$ cat config.mk
export PLATFORM = sky130hd
export DESIGN_NAME = wseq_engine
export DESIGN_NICKNAME = d
export VERILOG_FILES = /design/src/rtl/wseq_pkg.sv /design/src/rtl/wseq_desc_mem.sv /design/src/rtl/wseq_cond_eval.sv /design/src/rtl/wseq_cfg_regs.sv /design/src/rtl/wseq_engine.sv
export SDC_FILE = /design/constraint.sdc
export NUM_CORES = 1
export LEC_CHECK = 0
export BUFFER_PORTS_ARGS = -buffer_cell sky130_fd_sc_hd__buf_2
export CAP_MARGIN = 20
export CORE_MARGIN = 10
export CORE_UTILIZATION = 32
export CTS_BUF_LIST = sky130_fd_sc_hd__clkbuf_16
export DETAILED_ROUTE_END_ITERATION = 8
export SLEW_MARGIN = 30
export SYNTH_ARGS = -nofsm -noshare
export SYNTH_HDL_FRONTEND = slang
export SYNTH_SLANG_ARGS = --single-unit
$ cat constraint.sdc
create_clock -name clk -period 12.95 [get_ports clk]
set_clock_uncertainty 0.2 [all_clocks]
set_input_delay 1.9425 -clock clk [delete_from_list [all_inputs] [get_ports clk]]
set_output_delay 1.9425 -clock clk [all_outputs]
set_load 0.01 [all_outputs]
$ cat src/rtl/wseq_pkg.sv
package wseq_pkg;
    localparam int NWAVE      = 4;
    localparam int NSECT      = 4;
    localparam int NSLOT      = 8;
    localparam int BYTE_W     = 8;
    localparam int WAVE_W     = $clog2(NWAVE);
    localparam int SECT_W     = $clog2(NSECT);
    localparam int ST_W       = $clog2(NSLOT);
    localparam int DESC_DEPTH = NWAVE * NSECT * NSLOT;
    localparam int DESC_AW    = $clog2(DESC_DEPTH);
    localparam logic [ST_W-1:0] IDLE_ST = ST_W'(NSLOT - 1);
    localparam int FULL_CODE  = 6;
    localparam int ONE_CODE   = 7;

    typedef enum logic [1:0] {
        FN_AND  = 2'd0,
        FN_OR   = 2'd1,
        FN_XOR  = 2'd2,
        FN_ANDN = 2'd3
    } lfunc_e;

    typedef struct packed {
        logic [BYTE_W-1:0] len_br;
        logic [BYTE_W-1:0] opcode;
        logic [BYTE_W-1:0] outp;
        logic [BYTE_W-1:0] logic_fn;
    } slot_t;

    typedef struct packed {
        logic [ST_W-1:0]   st;
        logic [BYTE_W-1:0] cnt;
        logic [WAVE_W-1:0] wave;
    } seq_t;

    typedef struct packed {
        logic [BYTE_W-1:0] wsel;
        logic [BYTE_W-1:0] idle_cs;
        logic [BYTE_W-1:0] idle_val;
    } cfg_t;
endpackage

$ cat src/rtl/wseq_desc_mem.sv
module wseq_desc_mem
    import wseq_pkg::*;
(
    input  logic                 clk,
    input  logic                 rst_n,
    input  logic                 we,
    input  logic [DESC_AW-1:0]   waddr,
    input  logic [BYTE_W-1:0]    wdata,
    input  logic [WAVE_W-1:0]    rd_wave,
    input  logic [ST_W-1:0]      rd_state,
    output slot_t                slot
);
    logic [BYTE_W-1:0] mem_q [DESC_DEPTH];
    logic [BYTE_W-1:0] mem_d [DESC_DEPTH];
    logic [BYTE_W-1:0] sect_byte [NSECT];

    always_comb begin
        mem_d = mem_q;
        if (we) mem_d[waddr] = wdata;
    end

    always_ff @(posedge clk or negedge rst_n) begin
        if (!rst_n) begin
            for (int i = 0; i < DESC_DEPTH; i++) mem_q[i] <= '0;
        end else begin
            mem_q <= mem_d;
        end
    end

    for (genvar s = 0; s < NSECT; s++) begin : g_sect
        assign sect_byte[s] = mem_q[{rd_wave, SECT_W'(s), rd_state}];
    end

    assign slot = '{len_br:   sect_byte[0],
                    opcode:   sect_byte[1],
                    outp:     sect_byte[2],
                    logic_fn: sect_byte[3]};
endmodule

$ cat src/rtl/wseq_cond_eval.sv
module wseq_cond_eval
    import wseq_pkg::*;
#(
    parameter int FLAG_W = 6
) (
    input  logic [BYTE_W-1:0] logic_fn,
    input  logic [FLAG_W-1:0] flags,
    input  logic              fifo_full,
    output logic              cond
);
    logic [NSLOT-1:0] terms;
    logic             term_a;
    logic             term_b;
    lfunc_e           fn;

    for (genvar k = 0; k < NSLOT; k++) begin : g_term
        if (k == FULL_CODE) begin : g_full
            assign terms[k] = fifo_full;
        end else if (k == ONE_CODE) begin : g_one
            assign terms[k] = 1'b1;
        end else if (k < FLAG_W) begin : g_flag
            assign terms[k] = flags[k];
        end else begin : g_zero
            assign terms[k] = 1'b0;
        end
    end

    assign fn     = lfunc_e'(logic_fn[7:6]);
    assign term_a = terms[logic_fn[5:3]];
    assign term_b = terms[logic_fn[2:0]];

    always_comb begin
        unique case (fn)
            FN_AND:  cond = term_a & term_b;
            FN_OR:   cond = term_a | term_b;
            FN_XOR:  cond = term_a ^ term_b;
            FN_ANDN: cond = term_a & ~term_b;
            default: cond = 1'b0;
        endcase
    end
endmodule

$ cat src/rtl/wseq_cfg_regs.sv
module wseq_cfg_regs
    import wseq_pkg::*;
(
    input  logic              clk,
    input  logic              rst_n,
    input  logic              we,
    input  logic [1:0]        addr,
    input  logic [BYTE_W-1:0] wdata,
    output cfg_t              cfg
);
    localparam logic [BYTE_W-1:0] WSEL_RST = 8'hE4;
    localparam logic [BYTE_W-1:0] IDLE_CS_RST = 8'h01;

    cfg_t cfg_d, cfg_q;

    always_comb begin
        cfg_d = cfg_q;
        if (we) begin
            case (addr)
                2'd0:    cfg_d.wsel     = wdata;
                2'd1:    cfg_d.idle_cs  = wdata;
                2'd2:    cfg_d.idle_val = wdata;
                default: cfg_d = cfg_q;
            endcase
        end
    end

    always_ff @(posedge clk or negedge rst_n) begin
        if (!rst_n) begin
            cfg_q <= '{wsel: WSEL_RST, idle_cs: IDLE_CS_RST, idle_val: '0};
        end else begin
            cfg_q <= cfg_d;
        end
    end

    assign cfg = cfg_q;
endmodule

$ cat src/rtl/wseq_engine.sv
module wseq_engine
    import wseq_pkg::*;
#(
    parameter int FLAG_W = 6,
    parameter int CTL_W  = 6,
    parameter int DATA_W = 8
) (
    input  logic                 clk,
    input  logic                 rst_n,
    input  logic                 desc_we,
    input  logic [DESC_AW-1:0]   desc_addr,
    input  logic [BYTE_W-1:0]    desc_wdata,
    input  logic                 cfg_we,
    input  logic [1:0]           cfg_addr,
    input  logic [BYTE_W-1:0]    cfg_wdata,
    input  logic                 start,
    input  logic [WAVE_W-1:0]    start_type,
    input  logic                 abort,
    input  logic [FLAG_W-1:0]    flags_in,
    input  logic                 fifo_full,
    input  logic [DATA_W-1:0]    data_in,
    output logic                 fifo_we,
    output logic [DATA_W-1:0]    fifo_wdata,
    output logic [CTL_W-1:0]     ctl_out,
    output logic                 data_oe,
    output logic                 busy
);
    localparam logic [BYTE_W-1:0] CNT_FIRST = BYTE_W'(1);
    localparam logic [BYTE_W-1:0] CNT_RELOAD = BYTE_W'(2);

    seq_t        seq_d, seq_q;
    slot_t       slot;
    cfg_t        cfg;
    logic        cond;
    logic        is_idle;
    logic        is_dp;
    logic        do_sample;
    logic        reexec;
    logic [ST_W-1:0] target;
    logic        unused_bits;

    wseq_desc_mem u_mem (
        .clk      (clk),
        .rst_n    (rst_n),
        .we       (desc_we),
        .waddr    (desc_addr),
        .wdata    (desc_wdata),
        .rd_wave  (seq_q.wave),
        .rd_state (seq_q.st),
        .slot     (slot)
    );

    wseq_cond_eval #(.FLAG_W(FLAG_W)) u_cond (
        .logic_fn  (slot.logic_fn),
        .flags     (flags_in),
        .fifo_full (fifo_full),
        .cond      (cond)
    );

    wseq_cfg_regs u_cfg (
        .clk   (clk),
        .rst_n (rst_n),
        .we    (cfg_we),
        .addr  (cfg_addr),
        .wdata (cfg_wdata),
        .cfg   (cfg)
    );

    assign is_idle   = (seq_q.st == IDLE_ST);
    assign is_dp     = slot.opcode[0];
    assign do_sample = slot.opcode[1];
    assign reexec    = slot.len_br[7];
    assign target    = cond ? slot.len_br[5:3] : slot.len_br[2:0];

    always_comb begin
        seq_d = seq_q;
        if (abort) begin
            seq_d.st  = IDLE_ST;
            seq_d.cnt = CNT_FIRST;
        end else if (is_idle) begin
            if (start) begin
                seq_d.st   = '0;
                seq_d.cnt  = CNT_FIRST;
                seq_d.wave = cfg.wsel[{start_type, 1'b0} +: WAVE_W];
            end
        end else if (is_dp) begin
            if (reexec && seq_q.cnt == CNT_FIRST) begin
                seq_d.cnt = CNT_RELOAD;
            end else begin
                seq_d.st  = target;
                seq_d.cnt = CNT_FIRST;
            end
        end else begin
            if (seq_q.cnt == slot.len_br) begin
                seq_d.st  = seq_q.st + 1'b1;
                seq_d.cnt = CNT_FIRST;
            end else begin
                seq_d.cnt = seq_q.cnt + 1'b1;
            end
        end
    end

    always_ff @(posedge clk or negedge rst_n) begin
        if (!rst_n) begin
            seq_q <= '{st: IDLE_ST, cnt: CNT_FIRST, wave: '0};
        end else begin
            seq_q <= seq_d;
        end
    end

    assign busy       = !is_idle;
    assign fifo_we    = busy && !is_dp && do_sample && (seq_q.cnt == CNT_FIRST) && !fifo_full;
    assign fifo_wdata = data_in;
    assign ctl_out    = is_idle ? cfg.idle_val[CTL_W-1:0] : slot.outp[CTL_W-1:0];
    assign data_oe    = is_idle && !cfg.idle_cs[0];

    assign unused_bits = ^{slot.opcode, slot.outp, cfg.idle_cs, cfg.idle_val, slot.len_br[6]};

    // an accepted start puts the engine in S0 one edge later
    assert_start_enters_s0_R3: assert property (@(posedge clk) disable iff (!rst_n)
        (is_idle && start && !abort) |=> (seq_q.st == '0 && busy));

    // abort forces idle after the edge that samples it
    assert_abort_idles_R9: assert property (@(posedge clk) disable iff (!rst_n)
        abort |=> !busy);

    // a start while busy leaves the selected program untouched
    assert_busy_start_ignored_R10: assert property (@(posedge clk) disable iff (!rst_n)
        (busy && start && !abort) |=> $stable(seq_q.wave));

    // a timed state that has not used its length stays put
    assert_timed_hold_R4: assert property (@(posedge clk) disable iff (!rst_n)
        (busy && !is_dp && seq_q.cnt != slot.len_br && !abort) |=> $stable(seq_q.st));

    // re-execute holds the decision state for its reload cycle
    assert_reexec_hold_R7: assert property (@(posedge clk) disable iff (!rst_n)
        (busy && is_dp && reexec && seq_q.cnt == CNT_FIRST && !abort) |=> $stable(seq_q.st));
endmodule

# Word-level counts from Yosys, hierarchy flattened
# Index checks and enable logic that the tools add are counted.
# op_classes
n_addsub,2
magnitude_cmp,8
n_eq_ne,10
shifts,1
muxes,30
bitwise_logic,11
n_reduce_logical,19
# op_table
op,count
bitwise mux 1024 bit,1
binary-select mux 8 bit (select 7 bit),4
demux 8 bit (select 7 bit),1
2-to-1 mux 8 bit,6
greater-or-equal comparator 8 bit (second input constant),5
NOT 7 -> 8 bit,5
2-to-1 mux 11 bit,3
2-to-1 mux 6 bit,3
2-to-1 mux 13 bit,1
2-to-1 mux 3 bit,3
adder 8 x 1 -> 8 bit (second input constant),1
equality test 8 x 1 -> 1 bit (second input constant),1
equality test 8 bit,1
less-than comparator 3 x 4 -> 1 bit (second input constant),2
less-than comparator 8 x 1 -> 1 bit (second input constant),1
variable part select 8 x 4 -> 2 bit,1
logical AND 1 bit,7
binary-select mux 1 bit (select 3 bit),2
equality test 2 bit (second input constant),3
2-to-1 mux 2 bit,3
AND reduction 2 bit,3
AND reduction 3 bit,2
equality test 2 x 1 -> 1 bit (second input constant),2
zero test 1 bit,4
other kinds (12),16
# totals
reg_bits,1052
elab_cells,215

# Longest topological paths before layout
# Gate-level depths: netlist (run 1).
# logic_depth
depth_word,14
ltp_mapped,17
ltp_nobuf,12

# Modules after synthesis
# Synthesis (run 1) repeated with hierarchy kept, for this count alone.
# hier_totals
hier_cells,3704
area_unflattened_um2,49742.7
# modules_own_cells
mod,instances,cells_per_inst,area_each_um2
wseq_desc_mem,1,3520,47539.3
wseq_engine,1,109,1059.8
wseq_cfg_regs,1,51,918.4
wseq_cond_eval,1,24,225.2

# Worst setup path after synthesis (run 1)
# No wires, ideal clock.
# synth_path
path_kind,flip-flop to output port
startpoint,reg seq_q[10] (netlist name)
endpoint,out ctl_out[0]
t_arrival_ps,3661
t_required_ps,10807
slack_ps,7147
stages_incl_launch_ff,11
path_buffers,6
cell_sequence,dfstp_2 > buf_2 > buf_4 > buf_4 > buf_1 > buf_1 > buf_1 > mux4_2 > mux4_2 > mux2i_1 > o21ai_0
# synth_between
elab_chain_len,5
elab_cells_between_ends,6
cone_classes,1 x eq/ne; 4 x mux; 1 x bitwise
# synth_lines
element,line,source
start: declaration,wseq_engine.sv:31,"seq_t seq_d, seq_q;"
start signal: assignment,wseq_engine.sv:105,"seq_q <= '{st: IDLE_ST, cnt: CNT_FIRST, wave: '0};"
start signal: assignment,wseq_engine.sv:107,seq_q <= seq_d;
NOT 7 -> 8 bit (implied by the code),wseq_desc_mem.sv:31,"assign sect_byte[s] = mem_q[{rd_wave, SECT_W'(s), rd_state}];"
binary-select mux 8 bit (select 7 bit),wseq_desc_mem.sv:31,
2-to-1 mux 6 bit (implied by the code) (2 in a row),wseq_desc_mem.sv:31,
2-to-1 mux 6 bit (*),wseq_engine.sv:114,assign ctl_out = is_idle ? cfg.idle_val[CTL_W-1:0] : slot.outp[CTL_W-1:0];
end: declaration,wseq_engine.sv:24,"output logic [CTL_W-1:0] ctl_out,"
# Every way passes the cells marked *; elsewhere a longest branch is shown, timed or not. The select of a mux whose other input is x is not followed.

# Worst setup path in the final report (run 1)
# layout_path
startpoint,reg seq_q[11] (netlist name)
endpoint,out fifo_we
# layout_between
elab_chain_len,9
elab_cells_between_ends,11
cone_classes,1 x eq/ne; 3 x mux; 1 x bitwise; 6 x reduce/logical
# layout_lines
element,line,source
NOT 7 -> 8 bit (implied by the code),wseq_desc_mem.sv:31,
binary-select mux 8 bit (select 7 bit),wseq_desc_mem.sv:31,
2-to-1 mux 2 bit (implied by the code) (2 in a row),wseq_desc_mem.sv:31,
zero test 1 bit,wseq_engine.sv:112,assign fifo_we = busy && !is_dp && do_sample && (seq_q.cnt == CNT_FIRST) && !fifo_full;
logical AND 1 bit,wseq_engine.sv:112,
logical AND 1 bit (*) (3 in a row),wseq_engine.sv:112,
end: declaration,wseq_engine.sv:22,"output logic fifo_we,"
# Marked as above.

==> results of run 1 <==
cell type report:
type | instances | area, um^2 | share of cell area [%]
sequential | 796 | 19900 | 48.0
inverter | 8 | 30.0 | 0.0722
clock inverter | 68 | 473 | 1.14
clock buffer | 87 | 2180 | 5.24
tap | 1512 | 1890 | 4.55
antenna | 3 | 7.51 | 0.0181
timing repair buffer | 86 | 702 | 1.69
multi-input combinational | 1466 | 16300 | 39.3
registers in the layout (all words and copies together) (netlist names):
signal and cells:
u_mem.mem_q 768, u_cfg.cfg 15, seq_q 13
cell usage in the layout (no fill, tap or decap), drive strengths merged, types with 22 or more instances in the layout:
master / count
a22oi: 27
a31oi: 22
buf: 86
clkbuf: 87
clkinv: 38
dfrtp: 787
inv: 29
mux2: 791
mux2i: 99
mux4: 187
nand2: 108
nor2: 59
nor3: 23
o21ai: 22
report_power, final:
part | total, mW | internal, mW | switching, mW
Combinational | 1.73 | 0.793 | 0.939
Sequential | 2.87 | 2.71 | 0.160
Clock | 2.34 | 1.33 | 1.01
Total | 6.95 | 4.84 | 2.11
worst max-delay path by stage:
stage,to,cells after the start
after floorplan,ctl_out[0],10
after detailed placement,fifo_we,8
final,fifo_we,9
after CTS,fifo_we,8
after global routing,fifo_we,9
after global placement,fifo_we,8
logic make-up (layout without fill, tap and decap cells):
| family | Yosys count | count (layout) |
|---|---|---|
| adders and majority gates | 8 | 8 |
| other | 0 | 3 |
| muxes | 1077 | 1077 |
| DFF | 796 | 796 |
| and+or+nand+nor | 269 | 269 |
| xor gates and xnor gates | 6 | 6 |
| buffers and inverters | 189 | 249 |
| AOI/OAI and AO/OA | 106 | 106 |
worst max-delay path: stages, from the launching register on:
cell and delay [ps]:
sky130_fd_sc_hd__dfstp_4 860, sky130_fd_sc_hd__buf_16 320, sky130_fd_sc_hd__buf_12 500, sky130_fd_sc_hd__buf_6 630, sky130_fd_sc_hd__mux4_2 400, sky130_fd_sc_hd__mux4_2 470
sky130_fd_sc_hd__mux2i_1 160, sky130_fd_sc_hd__buf_4 230, sky130_fd_sc_hd__and3_1 250, sky130_fd_sc_hd__buf_2 160
routing by layer:
metal	track usage (%)	vias up
li1	-	9131
met1	18.8	11600
met2	23.3	512
met3	2.40	167
met4	5.43	0
met5	0	-
==> results_dict.tcl, run 1 <==
set metrics [dict create \
    setup.reg_to_reg.worst_slack_ps 6590 \
    core_area_um2 115000 \
    regToRegStartpoint "seq_q[10]" \
    area.growth.synth_to_final_pct 12.3 \
    ios 65 \
    number_of_h_tree_branching_levels 3 \
    numCtsBuffers 86 \
    synthesis.nets 2507 \
    finalWirelength_mm 93.7 \
    worst-r2r-cell-count 14 \
    initial_utilization_pct 32.3 \
    period_share_pct 54.7 \
    grt_start_max_net_pins 178 \
    dp.final_hpwl_mm 60.0 \
    worstPathRequired_ps 10810 \
    maxSlewHeadroom_pct 30.9 \
    commonest_cells_in_the_synthesized_netlist "sky130_fd_sc_hd__mux2_2 (789), sky130_fd_sc_hd__dfrtp_1 (787), sky130_fd_sc_hd__mux4_2 (187)" \
    post-route-min-period_ps 7080 \
    run_status "complete, no violations" \
    synth_flop_cell "sky130_fd_sc_hd__dfrtp_1" \
    cts_hold_repair.buffers 0 \
    final_antenna_net_count 0 \
    floorplan.die.width_um 360 \
    hold_start "u_mem.mem_q[202]" \
    grt_pass1_vias 23300 \
    synth.top_cells.by_area "sky130_fd_sc_hd__dfrtp_1 (53%), sky130_fd_sc_hd__mux2_2 (24%), sky130_fd_sc_hd__mux4_2 (11%)" \
    worst_hold_path_type "flop to flop" \
    postSynthRegisterBits 796 \
    synthesis.area_um2 37000 \
    detail_route.wl_per_cell_um 23.3 \
    gr-total-overflow 0 \
    adder_and_majority_cell_fraction_of_the_synthesized_area_pct 0.271 \
    detail_route.iter0.violations 1659 \
    hold_viol 0 \
    seq_area_frac_synth_pct 53.9 \
    worstReg2RegEnd "seq_q[10]" \
    yosys_warnings 0 \
    synth_xor_area_share_pct 0.142 \
    maxcap_viol_count 0 \
    postLayoutCoreUtil_pct 36.3 \
    port-buffer-count 48 \
    overall_global_routing_usage_pct 14.2 \
    max_clock_freq_mhz 141 \
    met2WireLength_mm 44.8 \
    yosys-mux-area-fraction_pct 38.2 \
    avgSynthCellArea_um2 15.1 \
    worst_skew_pair.late_latency_ps 660 \
    timing.critical_path.from_type "flop" \
    antenna_found_initial 5 \
    tightestPinTransition_ps 1030 \
    final-max-slew-violation-count 0 \
    final.hold.worst_slack_ps 299 \
    route.met3.wl_mm 4.25 \
    max-clock-path-buffers 3 \
    cts.reportedPaths.clkPinSlew_ps 60 \
    complex_gate_fraction_of_the_synthesized_area_pct 2.01 \
    drt_pre_antenna_iters 5 \
    synthArstFlopShare_pct 100 \
    grt_first_pass_wirelength_mm 145 \
    hold_end "u_mem.mem_q[202]" \
    report.final.setup_viol 0 \
    power.static_leakage_nw 19.5 \
    nFillCells 10800 \
    routed-via-count 21400 \
    worst_setup_path_startpoint "seq_q[11]" \
    post_drt_via_cell_ratio 5.31 \
    netlist.area_leader.share_pct 53.2 \
    final.setup.worst_slack_ps 5870 \
    drt_drc_violations_left 0 \
    gp_congestion 0.814 \
    cts_repair_resize_count 0 \
    area_fraction_in_and_or_nand_and_nor_cells_after_synthesis_pct 3.39 \
    nets 2500 \
    critPathKind "flop to primary output" \
    placed_area_um2 38700 \
    total_power_of_the_final_layout_mw 6.95 \
    placed_cells_incl_taps 3864 \
    pre_cts_slack_ps 6110 \
    hold_depth 1 \
    edff_count_synth 0 \
    post_syn_instances 2451 \
    clock_sink_total 796 \
    synth.largest_area_cell "sky130_fd_sc_hd__dfrtp_1" \
    main_combinational_cell_family_by_area_after_synthesis "multiplexers" \
    synth.lib_cells_used.distinct 53 \
    route.layer.met1.wl_mm 41.5 \
    setup_repair_after_global_routing_missed_its_margin "false" \
    endpoint_kind "primary output" \
    cts_root_buf "sky130_fd_sc_hd__clkbuf_16" \
    power_density_nw_per_um2 167 \
    floorplan.rows 124 \
    maxUsedRoutingLayer "met4" \
    instances_no_fill 4026 \
    die_h_um 360 \
    max-vdd-ir-drop_uv 102 \
    final_layout_size_suffix_gt1_share_pct 48.3 \
    die-area_um2 130000 \
    cts_setup_buffers 0 \
    finish.instance_area_um2 41600 \
    critical_path.max_fanout 106 \
    tns_ps 0 \
    critPathArrivalTime_ps 4940 \
    tritoncts "built" \
    synth.most_common_cell "sky130_fd_sc_hd__mux2_2" \
]
Power figures use the tool's default switching activity.
==> run 2, diff against run 1 <==
==> constraint.sdc (replaced) <==
create_clock -name clk -period 5.8 [get_ports clk]
set_clock_uncertainty 0.2 [all_clocks]
set_input_delay 0.87 -clock clk [delete_from_list [all_inputs] [get_ports clk]]
set_output_delay 0.87 -clock clk [all_outputs]
set_load 0.01 [all_outputs]
==> run 2 against run 1 <==
Effect of this change:
- final cell count hardly changed
- routed wire length is 1.4% higher
- non-clock buffer count is 9 higher
- sequential power is 130% higher
- sequential cell count stayed put
- setup slack worse by 5400 ps
- core utilization hardly changed
- via count is 0.58% higher
- combinational power is 120% higher
- sequential share of layout area hardly changed
- design area hardly changed
- critical endpoint unchanged
- largest cell class unchanged
- highest routed layer is now met5
==> results_dict.tcl, run 2 (synthesis gave the netlist of run 1 again) <==
set metrics [dict create \
    run_status "complete, no violations" \
    period_share_pct 92.2 \
    grt_first_pass_wirelength_mm 149 \
    floorplan.rows 124 \
    max-clock-path-buffers 3 \
    power_density_nw_per_um2 372 \
    final_antenna_net_count 0 \
    floorplan.die.width_um 360 \
    cp_slowest_cell "sky130_fd_sc_hd__dfstp_4" \
    grt_pass1_vias 23500 \
    power.static_leakage_nw 19.5 \
    cts_repair_resize_count 0 \
    die-area_um2 130000 \
    cts_hold_repair.buffers 0 \
    instances_no_fill 4028 \
    tns_ps 0 \
    power_switching_share_pct 30.3 \
    initial_utilization_pct 32.3 \
    nets 2509 \
    timing.critical_path.from_type "flop" \
    largest_register_ffs 768 \
    setup_repair_after_global_routing_missed_its_margin "false" \
    netSwitchingPower_mw 4.70 \
    final-max-slew-violation-count 0 \
    finish.instance_area_um2 41600 \
    cts_root_buf "sky130_fd_sc_hd__clkbuf_16" \
    die_h_um 360 \
    cell_internal_power_mw 10.8 \
    detail_route.wl_per_cell_um 23.6 \
    layout.cells.most_common "sky130_fd_sc_hd__mux2_2" \
    worst_hold_path_type "input port to asynchronous set/reset pin" \
    tritoncts "built" \
    worstPathRequired_ps 4730 \
    nFillCells 10800 \
    tightestPinTransition_ps 1030 \
    grt_start_max_net_pins 166 \
    cts.reportedPaths.clkPinSlew_ps 60 \
    worst_setup_path_startpoint "seq_q[11]" \
    critical_path.max_fanout 63 \
    antenna_found_initial 6 \
    max_clock_freq_mhz 187 \
    gp_congestion 0.852 \
    ios 65 \
    p_comb_share_pct 25.0 \
    number_of_h_tree_branching_levels 3 \
    post-route-min-period_ps 5350 \
    routed-via-count 21500 \
    core_area_um2 115000 \
    dp.final_hpwl_mm 62.6 \
    final.hold.worst_slack_ps 76.0 \
    area.growth.synth_to_final_pct 12.4 \
    maxcap_viol_count 0 \
    clock_sink_total 796 \
    cts_setup_buffers 0 \
    most-common-layout-cells "sky130_fd_sc_hd__mux2_2 (789), sky130_fd_sc_hd__dfrtp_1 (786), sky130_fd_sc_hd__mux4_2 (187)" \
    total_power_of_the_final_layout_mw 15.5 \
    worst_skew_pair.late_latency_ps 650 \
    numCtsBuffers 86 \
    drt_pre_antenna_iters 5 \
    final_layout_size_suffix_gt1_share_pct 48.5 \
    overall_global_routing_usage_pct 14.6 \
    report.final.setup_viol 0 \
    registers.top_by_ff_count "u_mem.mem_q" \
    critPathKind "flop to primary output" \
    power.share.clock_pct 33.1 \
    cp_common_cell "sky130_fd_sc_hd__mux4_2" \
    power.sequential.fraction_pct 41.9 \
    detail_route.iter0.violations 1306 \
    placed_area_um2 38900 \
    hold_viol 0 \
    regToRegStartpoint "seq_q[11]" \
    gr-total-overflow 0 \
    critical_path.max_stage_delay_ps 1000 \
    post_drt_via_cell_ratio 5.34 \
    placed_cells_incl_taps 3876 \
    maxSlewHeadroom_pct 31.0 \
    finalWirelength_mm 95.1 \
    drt_drc_violations_left 0 \
    critPathArrivalTime_ps 4280 \
    path_cells "buf_4 -> buf_12 -> mux4_2 -> mux4_2 -> mux2i_1 -> and3_1 -> buf_2" \
    port-buffer-count 48 \
    endpoint_kind "primary output" \
    max-vdd-ir-drop_uv 251 \
]
run 2: final timing paths:
path / slack (ps) / end / cells past startpoint
min reg2reg: 300 / u_mem.mem_q[715] / 1
max: 450 / fifo_we / 7
max reg2reg: 670 / seq_q[10] / 13
min: 80 / u_mem.mem_q[457] / 1
max in group asynchronous: 3900 / u_mem.mem_q[789] / 3
min in group clk: 260 / u_cfg.cfg[23] / 2
run 2: worst max-delay path: cells and delay by family, from the launching register on:
kind                   cells  cell delay [ps]
DFF                        1             1000
buffers and inverters      3              790
and+or+nand+nor            1              330
muxes                      3             1390
run 2: power by group through the flow:
stage                     registers, mW  clock network [mW]  logic (mW)
final                              6.48                5.12        3.88
after global routing               6.56                5.48        4.15
after CTS                          6.49                5.25        3.91
after detailed placement           6.59                   0        3.90
after global placement             6.55                   0        3.82
after floorplan                    6.31                   0        2.90
run 2: layout make-up:
class | count | area, um^2 | share of cell area [%]
Tap cell | 1512 | 1890 | 4.55
Clock inverter | 61 | 398 | 0.957
Antenna cell | 2 | 5.00 | 0.0120
Sequential cell | 796 | 19900 | 48.0
Multi-Input combinational cell | 1466 | 16300 | 39.3
Inverter | 8 | 30.0 | 0.0722
Timing Repair Buffer | 95 | 778 | 1.87
Clock buffer | 88 | 2200 | 5.30
run 2: layer usage:
| layer | up-vias | GRT usage, % | routed length [um] |
|---|---|---|---|
| met4 | 2 | 4.08 | 2430 |
| li1 | 9126 | - | - |
| met1 | 11700 | 19.5 | 42500 |
| met5 | - | 0 | 13 |
| met3 | 154 | 2.27 | 3990 |
| met2 | 492 | 24.3 | 46200 |
run 2: metrics by stage:
stage | util (%) | setup WS, ps
detailed placement | 34.0 | 680
finish | 36.3 | 452
floorplan | - | 422
global placement | 34.0 | 637
CTS | 36.3 | 284
global route | 36.3 | 160
